==> src/rtl/hfb_pkg.sv <==
package hfb_pkg;

    typedef enum logic [1:0] {
        PH_IDLE  = 2'd0,
        PH_WAIT  = 2'd1,
        PH_READ  = 2'd2,
        PH_WRITE = 2'd3
    } phase_e;

    localparam int MODE_HOST_BIT   = 2;
    localparam int MODE_EXPAND_BIT = 7;
    localparam int CTL_START_BIT   = 1;

    localparam logic [7:0] ROP_ZERO  = 8'h00;
    localparam logic [7:0] ROP_NDST  = 8'h0B;
    localparam logic [7:0] ROP_SRC   = 8'h0D;
    localparam logic [7:0] ROP_ONES  = 8'h0E;
    localparam logic [7:0] ROP_AND   = 8'h05;
    localparam logic [7:0] ROP_OR    = 8'h6D;
    localparam logic [7:0] ROP_XOR   = 8'h59;

endpackage

==> src/rtl/hfb_rop.sv <==
module hfb_rop
    import hfb_pkg::*;
(
    input  logic [7:0] rop,
    input  logic [7:0] src,
    input  logic [7:0] dst,
    output logic [7:0] res
);
    always_comb begin
        unique case (rop)
            ROP_ZERO: res = 8'h00;
            ROP_NDST: res = ~dst;
            ROP_SRC:  res = src;
            ROP_ONES: res = 8'hFF;
            ROP_AND:  res = src & dst;
            ROP_OR:   res = src | dst;
            ROP_XOR:  res = src ^ dst;
            default:  res = dst;
        endcase
    end
endmodule

==> src/rtl/hfb_packer.sv <==
module hfb_packer (
    input  logic        clk,
    input  logic        rst_n,
    input  logic        clr,
    input  logic        capture,
    input  logic        take_ok,
    input  logic        hw_valid,
    input  logic [7:0]  hw_data,
    output logic        pk_ready,
    output logic        word_valid,
    output logic [31:0] word_data
);
    typedef struct packed {
        logic [1:0]  cnt;
        logic [23:0] held;
    } pk_t;

    pk_t st_d, st_q;
    logic accept;

    assign pk_ready = capture & take_ok;
    assign accept   = hw_valid & pk_ready;

    always_comb begin
        st_d       = st_q;
        word_valid = 1'b0;
        word_data  = {hw_data, st_q.held};
        if (clr) begin
            st_d.cnt  = 2'd0;
            st_d.held = '0;
        end else if (accept) begin
            if (st_q.cnt == 2'd3) begin
                word_valid = 1'b1;
                st_d.cnt   = 2'd0;
            end else begin
                st_d.held[{st_q.cnt, 3'b000} +: 8] = hw_data;
                st_d.cnt = st_q.cnt + 2'd1;
            end
        end
    end

    always_ff @(posedge clk or negedge rst_n) begin
        if (!rst_n) st_q <= '0;
        else        st_q <= st_d;
    end

    AST_HOLD_WHEN_BUSY: assert property (@(posedge clk) disable iff (!rst_n)
        (capture && !take_ok && !clr) |=> $stable(st_q.cnt));
endmodule

==> src/rtl/hfb_expander.sv <==
module hfb_expander
    import hfb_pkg::*;
#(
    parameter int ADDR_W = 24,
    parameter int DIM_W  = 12,
    localparam int CNT_W = DIM_W + 6
) (
    input  logic              clk,
    input  logic              rst_n,
    input  logic              start,
    input  logic              cfg_expand,
    input  logic [7:0]        cfg_rop,
    input  logic [7:0]        cfg_fg,
    input  logic [7:0]        cfg_bg,
    input  logic [DIM_W-1:0]  cfg_width,
    input  logic [DIM_W-1:0]  cfg_height,
    input  logic [ADDR_W-1:0] cfg_dst_base,
    input  logic [ADDR_W-1:0] cfg_dst_pitch,
    input  logic              word_valid,
    input  logic [31:0]       word_data,
    input  logic [7:0]        mem_rd_data,
    output logic              active,
    output logic              take_ok,
    output logic              mem_rd_en,
    output logic [ADDR_W-1:0] mem_rd_addr,
    output logic              mem_wr_en,
    output logic [ADDR_W-1:0] mem_wr_addr,
    output logic [7:0]        mem_wr_data
);
    typedef struct packed {
        phase_e             ph;
        logic [31:0]        word;
        logic [4:0]         idx;
        logic [CNT_W-1:0]   pix;
        logic [CNT_W-1:0]   line;
        logic [ADDR_W-1:0]  dst;
        logic [ADDR_W-1:0]  lbase;
        logic [ADDR_W-1:0]  pitch;
        logic               ce;
        logic [7:0]         rop;
        logic [7:0]         fg;
        logic [7:0]         bg;
        logic [CNT_W-1:0]   width;
        logic [CNT_W-1:0]   height;
    } ex_t;

    ex_t st_d, st_q;
    logic [7:0]       src_pix;
    logic             keep;
    logic             adv;
    logic [4:0]       last_idx;
    logic [CNT_W-1:0] pix_n;
    logic [CNT_W-1:0] line_n;
    logic [ADDR_W-1:0] lbase_n;

    assign active      = (st_q.ph != PH_IDLE);
    assign take_ok     = (st_q.ph == PH_WAIT);
    assign mem_rd_addr = st_q.dst;
    assign mem_wr_addr = st_q.dst;
    assign keep        = (st_q.pix <= st_q.width);
    assign last_idx    = st_q.ce ? 5'd31 : 5'd3;

    always_comb begin
        if (st_q.ce) src_pix = st_q.word[st_q.idx] ? st_q.fg : st_q.bg;
        else         src_pix = st_q.word[{st_q.idx[1:0], 3'b000} +: 8];
    end

    hfb_rop u_rop (
        .rop (st_q.rop),
        .src (src_pix),
        .dst (mem_rd_data),
        .res (mem_wr_data)
    );

    always_comb begin
        st_d      = st_q;
        mem_rd_en = 1'b0;
        mem_wr_en = 1'b0;
        adv       = 1'b0;
        pix_n     = st_q.pix + 1'b1;
        line_n    = st_q.line + 1'b1;
        lbase_n   = st_q.lbase + st_q.pitch;

        unique case (st_q.ph)
            PH_IDLE: begin
                if (start) begin
                    st_d.ph     = PH_WAIT;
                    st_d.pix    = '0;
                    st_d.line   = '0;
                    st_d.idx    = '0;
                    st_d.dst    = cfg_dst_base;
                    st_d.lbase  = cfg_dst_base;
                    st_d.pitch  = cfg_dst_pitch;
                    st_d.ce     = cfg_expand;
                    st_d.rop    = cfg_rop;
                    st_d.fg     = cfg_fg;
                    st_d.bg     = cfg_bg;
                    st_d.width  = CNT_W'(cfg_width);
                    st_d.height = CNT_W'(cfg_height);
                end
            end
            PH_WAIT: begin
                if (word_valid) begin
                    st_d.word = word_data;
                    st_d.idx  = '0;
                    st_d.ph   = PH_READ;
                end
            end
            PH_READ: begin
                if (keep) begin
                    mem_rd_en = 1'b1;
                    st_d.ph   = PH_WRITE;
                end else begin
                    adv = 1'b1;
                end
            end
            PH_WRITE: begin
                mem_wr_en = 1'b1;
                adv       = 1'b1;
            end
            default: st_d.ph = PH_IDLE;
        endcase

        if (adv) begin
            st_d.pix = pix_n;
            st_d.dst = st_q.dst + 1'b1;
            if (st_q.idx == last_idx) begin
                st_d.ph = PH_WAIT;
                if (pix_n > st_q.width) begin
                    st_d.pix   = '0;
                    st_d.line  = line_n;
                    st_d.lbase = lbase_n;
                    st_d.dst   = lbase_n;
                    if (line_n > st_q.height) st_d.ph = PH_IDLE;
                end
            end else begin
                st_d.idx = st_q.idx + 5'd1;
                st_d.ph  = PH_READ;
            end
        end
    end

    always_ff @(posedge clk or negedge rst_n) begin
        if (!rst_n) st_q <= '0;
        else        st_q <= st_d;
    end

    AST_WR_FOLLOWS_RD: assert property (@(posedge clk) disable iff (!rst_n)
        mem_wr_en |-> ($past(mem_rd_en) && mem_wr_addr == $past(mem_rd_addr)));
    AST_WR_WITHIN_LINE: assert property (@(posedge clk) disable iff (!rst_n)
        mem_wr_en |-> (st_q.pix <= st_q.width));
    AST_IDLE_QUIET: assert property (@(posedge clk) disable iff (!rst_n)
        !active |-> (!mem_rd_en && !mem_wr_en));
    AST_END_PAST_HEIGHT: assert property (@(posedge clk) disable iff (!rst_n)
        $fell(active) |-> (st_q.line > st_q.height));
    AST_WAIT_PIX_BOUND: assert property (@(posedge clk) disable iff (!rst_n)
        take_ok |-> (st_q.pix <= st_q.width + CNT_W'(32)));
endmodule

==> src/rtl/host_blit_packer.sv <==
module host_blit_packer
    import hfb_pkg::*;
#(
    parameter int ADDR_W = 24,
    parameter int DIM_W  = 12
) (
    input  logic              clk,
    input  logic              rst_n,
    input  logic [7:0]        cfg_mode,
    input  logic [7:0]        cfg_rop,
    input  logic [7:0]        cfg_fg,
    input  logic [7:0]        cfg_bg,
    input  logic [DIM_W-1:0]  cfg_width,
    input  logic [DIM_W-1:0]  cfg_height,
    input  logic [ADDR_W-1:0] cfg_dst_base,
    input  logic [ADDR_W-1:0] cfg_dst_pitch,
    input  logic              ctl_wr,
    input  logic [7:0]        ctl_data,
    input  logic              hw_valid,
    input  logic [ADDR_W-1:0] hw_addr,
    input  logic [7:0]        hw_data,
    output logic              hw_ready,
    output logic              fb_wr_en,
    output logic [ADDR_W-1:0] fb_wr_addr,
    output logic [7:0]        fb_wr_data,
    output logic              mem_rd_en,
    output logic [ADDR_W-1:0] mem_rd_addr,
    input  logic [7:0]        mem_rd_data,
    output logic              mem_wr_en,
    output logic [ADDR_W-1:0] mem_wr_addr,
    output logic [7:0]        mem_wr_data,
    output logic [1:0]        blt_status
);
    logic        active;
    logic        take_ok;
    logic        start_req;
    logic        start_go;
    logic        pk_ready;
    logic        word_valid;
    logic [31:0] word_data;
    logic        unused_bits;

    assign unused_bits = ^{cfg_mode[6:3], cfg_mode[1:0], ctl_data[7:2], ctl_data[0]};

    assign start_req  = ctl_wr & ctl_data[CTL_START_BIT] & cfg_mode[MODE_HOST_BIT];
    assign start_go   = start_req & ~active;
    assign hw_ready   = active ? pk_ready : 1'b1;
    assign fb_wr_en   = hw_valid & ~active;
    assign fb_wr_addr = hw_addr;
    assign fb_wr_data = hw_data;
    assign blt_status = {active, active};

    hfb_packer u_packer (
        .clk        (clk),
        .rst_n      (rst_n),
        .clr        (start_go),
        .capture    (active),
        .take_ok    (take_ok),
        .hw_valid   (hw_valid),
        .hw_data    (hw_data),
        .pk_ready   (pk_ready),
        .word_valid (word_valid),
        .word_data  (word_data)
    );

    hfb_expander #(.ADDR_W(ADDR_W), .DIM_W(DIM_W)) u_expander (
        .clk           (clk),
        .rst_n         (rst_n),
        .start         (start_go),
        .cfg_expand    (cfg_mode[MODE_EXPAND_BIT]),
        .cfg_rop       (cfg_rop),
        .cfg_fg        (cfg_fg),
        .cfg_bg        (cfg_bg),
        .cfg_width     (cfg_width),
        .cfg_height    (cfg_height),
        .cfg_dst_base  (cfg_dst_base),
        .cfg_dst_pitch (cfg_dst_pitch),
        .word_valid    (word_valid),
        .word_data     (word_data),
        .mem_rd_data   (mem_rd_data),
        .active        (active),
        .take_ok       (take_ok),
        .mem_rd_en     (mem_rd_en),
        .mem_rd_addr   (mem_rd_addr),
        .mem_wr_en     (mem_wr_en),
        .mem_wr_addr   (mem_wr_addr),
        .mem_wr_data   (mem_wr_data)
    );

    AST_START_SETS_STATUS: assert property (@(posedge clk) disable iff (!rst_n)
        (start_req && blt_status == 2'b00) |=> (blt_status == 2'b11));
    AST_HOLD_WHILE_ACTIVE: assert property (@(posedge clk) disable iff (!rst_n)
        (active && !take_ok) |-> !hw_ready);
endmodule

==> config.mk <==
export PLATFORM = sky130hd
export DESIGN_NAME = host_blit_packer
export DESIGN_NICKNAME = d
export VERILOG_FILES = /design/src/rtl/hfb_pkg.sv /design/src/rtl/hfb_rop.sv /design/src/rtl/hfb_packer.sv /design/src/rtl/hfb_expander.sv /design/src/rtl/host_blit_packer.sv
export SDC_FILE = /design/constraint.sdc
export NUM_CORES = 1
export LEC_CHECK = 0
export BUFFER_PORTS_ARGS = -buffer_cell sky130_fd_sc_hd__buf_2
export CAP_MARGIN = 20
export CORE_UTILIZATION = 45
export DETAILED_ROUTE_END_ITERATION = 7
export PLACE_DENSITY = 0.76
export SYNTH_ARGS = -nofsm -noshare
export SYNTH_HDL_FRONTEND = slang
export SYNTH_SLANG_ARGS = --single-unit
==> constraint.sdc <==
create_clock -name clk -period 4.9 [get_ports clk]
set_input_delay 0.98 -clock clk [delete_from_list [all_inputs] [get_ports clk]]
set_output_delay 0.98 -clock clk [all_outputs]
set_load 0.1 [all_outputs]
==> metrics.txt <==
status finished, violations left; Overflow after GRT 0; number of core rows 64; Startpoint Class flip-flop; most common cell after layout, fill and taps aside nand2_1; R2R cell count 14; RSZ-0062 raised after global routing yes; Num CTS Buffers 25; Design Area, Final 0.0162 mm^2; flop and latch count out of synthesis 222; RR Startpoint u_expander.st_q[153]; vias in the first global route 11900; fin crit share 1.01; Layout Nets 1919; Setup Skew 0.0291 ns; asr flop ratio synth 1.00; vias after detailed routing 11800; failing checks negative setup slack; Pins Over Slew Limit 0; core area 0.0309 mm^2; Hold WC Path Type reg -> reg; Die Y 180 um; Main synth FF type dfrtp_1; Hold Path End u_expander.st_q[48]; Max FO, Critical Path 8; PD cells 730 mW/mm^2; Compound-Gate Fraction of Synth Area 0.157; post-synthesis mux area share 0.0771; fin crit period 4.93 ns; most frequent cells in the layout 302 x nand2_1, 221 x dfrtp_1, 179 x buf_2, 98 x a21oi_1, 96 x o21ai_0; Max-cap violations 0; 1st-pass router iterations 5; Post-synth EDFFs 0; Die X 180 um; wire per inst 17.0 um; adder-cell area share of the yosys netlist 0.0793; clk slew on worst S/H paths 0.06 ns; P_leak 0.00777 uW; first-pass GRT wire length 58900 um; reg2reg end u_expander.mem_rd_addr[23]; hold path depth 2; Setup Slack @ Placement 0.270 ns; share of layout cells above drive strength 1 0.211; CTS Root Cell clkbuf_16; gr usage total 0.217; Antenna Nets Post-Route 0; die area 0.0325 mm^2; Mapped Cells 1583; # IOs 250; crit end category primary output; antenna diode count 0; Finished Layout Cells 2087; main combinational cell family by area after synthesis simple AND/OR/NAND/NOR gates; FF-to-FF setup slack 0.80 ns; Max VDD drop 0.631 mV; critical path required time 3.92 ns; Synth Area in XOR/XNOR 0.0429; initial antenna violation count 1; CTS Hold Bufs 0; dpl cells 2028; Worst Tran Pin Value 1.03 ns; PortBufs 188; DR vias/cell 5.66; Slew headroom 0.317; Hold Fails Final Rpt 0; synthesized area 0.0143 mm^2; Layout fillers 2783; Area growth, synth to finish 13.2%; CTS tree yes; CP Class reg -> out; Initial Util 0.462; simple-gate area share of the yosys netlist 0.173; GPL Wtd Cong 0.863; Clock Latency Late Sink 0.54 ns; Total Wirelength 35500 um; CTS H-tree depth 1; pin count of the biggest net entering global routing 126; Worst EP arrival 3.95 ns; DRC viols 0; DR iter-0 viols 817; fmax 0.203 GHz; HP Start u_expander.st_q[48]; Synthesis Warnings 0; # clock sinks 222; hpwl dp 24600 um; Final setup viols 3; post-synthesis sequential area ratio 0.389; worst setup margin -0.0307 ns; syn_nets 1829; CTS Buffer Depth 3; Synth Area per Inst 9.03 um^2; number of distinct library cells after synthesis 63; Overall Power 11800 uW; placed standard-cell area 0.0150 mm^2
-- cell families after synthesis --
kind of cell / Yosys count
AND/OR/NAND/NOR: 539
AO/OA/AOI/OAI: 359
buffers and inverters: 222
flip-flops: 222
adder cells (fa/ha/maj): 90
multiplexers: 81
XOR/XNOR: 70
-- layout make-up --
type,instances,area (um^2),share of cell area
inverters,64,240,0.0149
flip-flops and latches,222,5560,0.344
well taps,396,495,0.0306
multi-input cells,1139,7700,0.476
clock inverters,10,70.1,0.00433
repair buffers,221,1400,0.0866
clock buffers,35,713,0.0441
-- registers in the layout, indices dropped and copies added (netlist names) --
register and count:
u_expander.st_q 172, u_expander.mem_rd_addr 24, u_packer.word_data 24, u_packer.st_q 2
-- critical path, cell delays in order (launching register included) --
cell and delay [ns]:
dfrtp_2 0.43, clkbuf_16 0.17, mux4_2 0.49, mux4_2 0.51, mux2i_4 0.19, buf_12 0.17, mux2i_1 0.18, a21oi_1 0.10
inv_1 0.11, ha_1 0.23, a22o_1 0.22, o32ai_2 0.26, o21ai_1 0.13, buf_6 0.21
-- metrics by stage --
step,TNS (ns),utilization,hold slack [ns]
after floorplan,0,-,0.445
after global placement,0,0.486,0.460
after detailed placement,0,0.486,0.471
after CTS,-0.0109,0.516,0.485
after global routing,-1.06,0.523,0.514
final,-0.0634,0.523,0.485
-- power by group --
part	switching, uW	leakage (uW)	internal, uW
Sequential	763	0.00287	2580
Clock	789	0.000387	1020
Combinational	4410	0.00451	2250
-- synthesized netlist by cell type, drive strengths merged, types with 5 or more instances --
| cell | number | area share |
|---|---|---|
| nor4 | 8 | 0.0056 |
| nand2b | 7 | 0.0031 |
| mux2i | 24 | 0.018 |
| o32ai | 5 | 0.0031 |
| xnor2 | 41 | 0.025 |
| nor2b | 10 | 0.0044 |
| nand2 | 302 | 0.079 |
| o211ai | 21 | 0.011 |
| dfrtp | 222 | 0.39 |
| and2 | 30 | 0.013 |
| nor2 | 59 | 0.016 |
| a21oi | 104 | 0.036 |
| inv | 64 | 0.017 |
| clkbuf | 53 | 0.014 |
| o21a | 6 | 0.0032 |
| nand3b | 5 | 0.0026 |
| ha | 89 | 0.078 |
| nand4 | 24 | 0.012 |
| or2 | 6 | 0.0026 |
| a211oi | 15 | 0.0079 |
| a31oi | 14 | 0.0061 |
| buf | 105 | 0.051 |
| nand3 | 42 | 0.015 |
| nor3 | 18 | 0.0063 |
| and3 | 14 | 0.0061 |
| mux4 | 18 | 0.028 |
| a22o | 36 | 0.022 |
| a21o | 13 | 0.0068 |
| mux2 | 39 | 0.031 |
| o31ai | 5 | 0.0026 |
| o22ai | 6 | 0.0026 |
| xor2 | 29 | 0.018 |
| o21ai | 105 | 0.037 |
-- routing by layer --
| metal | part of all wire | GRT usage | up-vias |
|---|---|---|---|
| li1 | - | - | 5650 |
| met1 | 0.45 | 0.290 | 5720 |
| met2 | 0.47 | 0.360 | 358 |
| met3 | 0.041 | 0.0261 | 84 |
| met4 | 0.036 | 0.0855 | 2 |
| met5 | 0.00037 | 0 | - |
-- worst max path at each step --
stage	from	end	slack [ns]
floorplan	u_expander.st_q[169]	mem_wr_data[0]	0.17
global placement	u_expander.st_q[169]	mem_wr_data[6]	0.35
detailed placement	u_expander.st_q[169]	mem_wr_data[6]	0.27
CTS	u_expander.st_q[169]	mem_wr_data[5]	-0.01
global route	u_expander.st_q[169]	mem_wr_data[0]	-0.19
finish	u_expander.st_q[169]	mem_wr_data[4]	-0.03
-- timing repair --
item,4_1_cts,5_1_grt
pin swaps,2,14
setup buffers,5,5
endpoints found under the hold margin,0,0
resized for setup,23,27
cloned,1,1
endpoints found under the setup margin,8,8
Note: power is estimated with default switching activity, not from simulation.
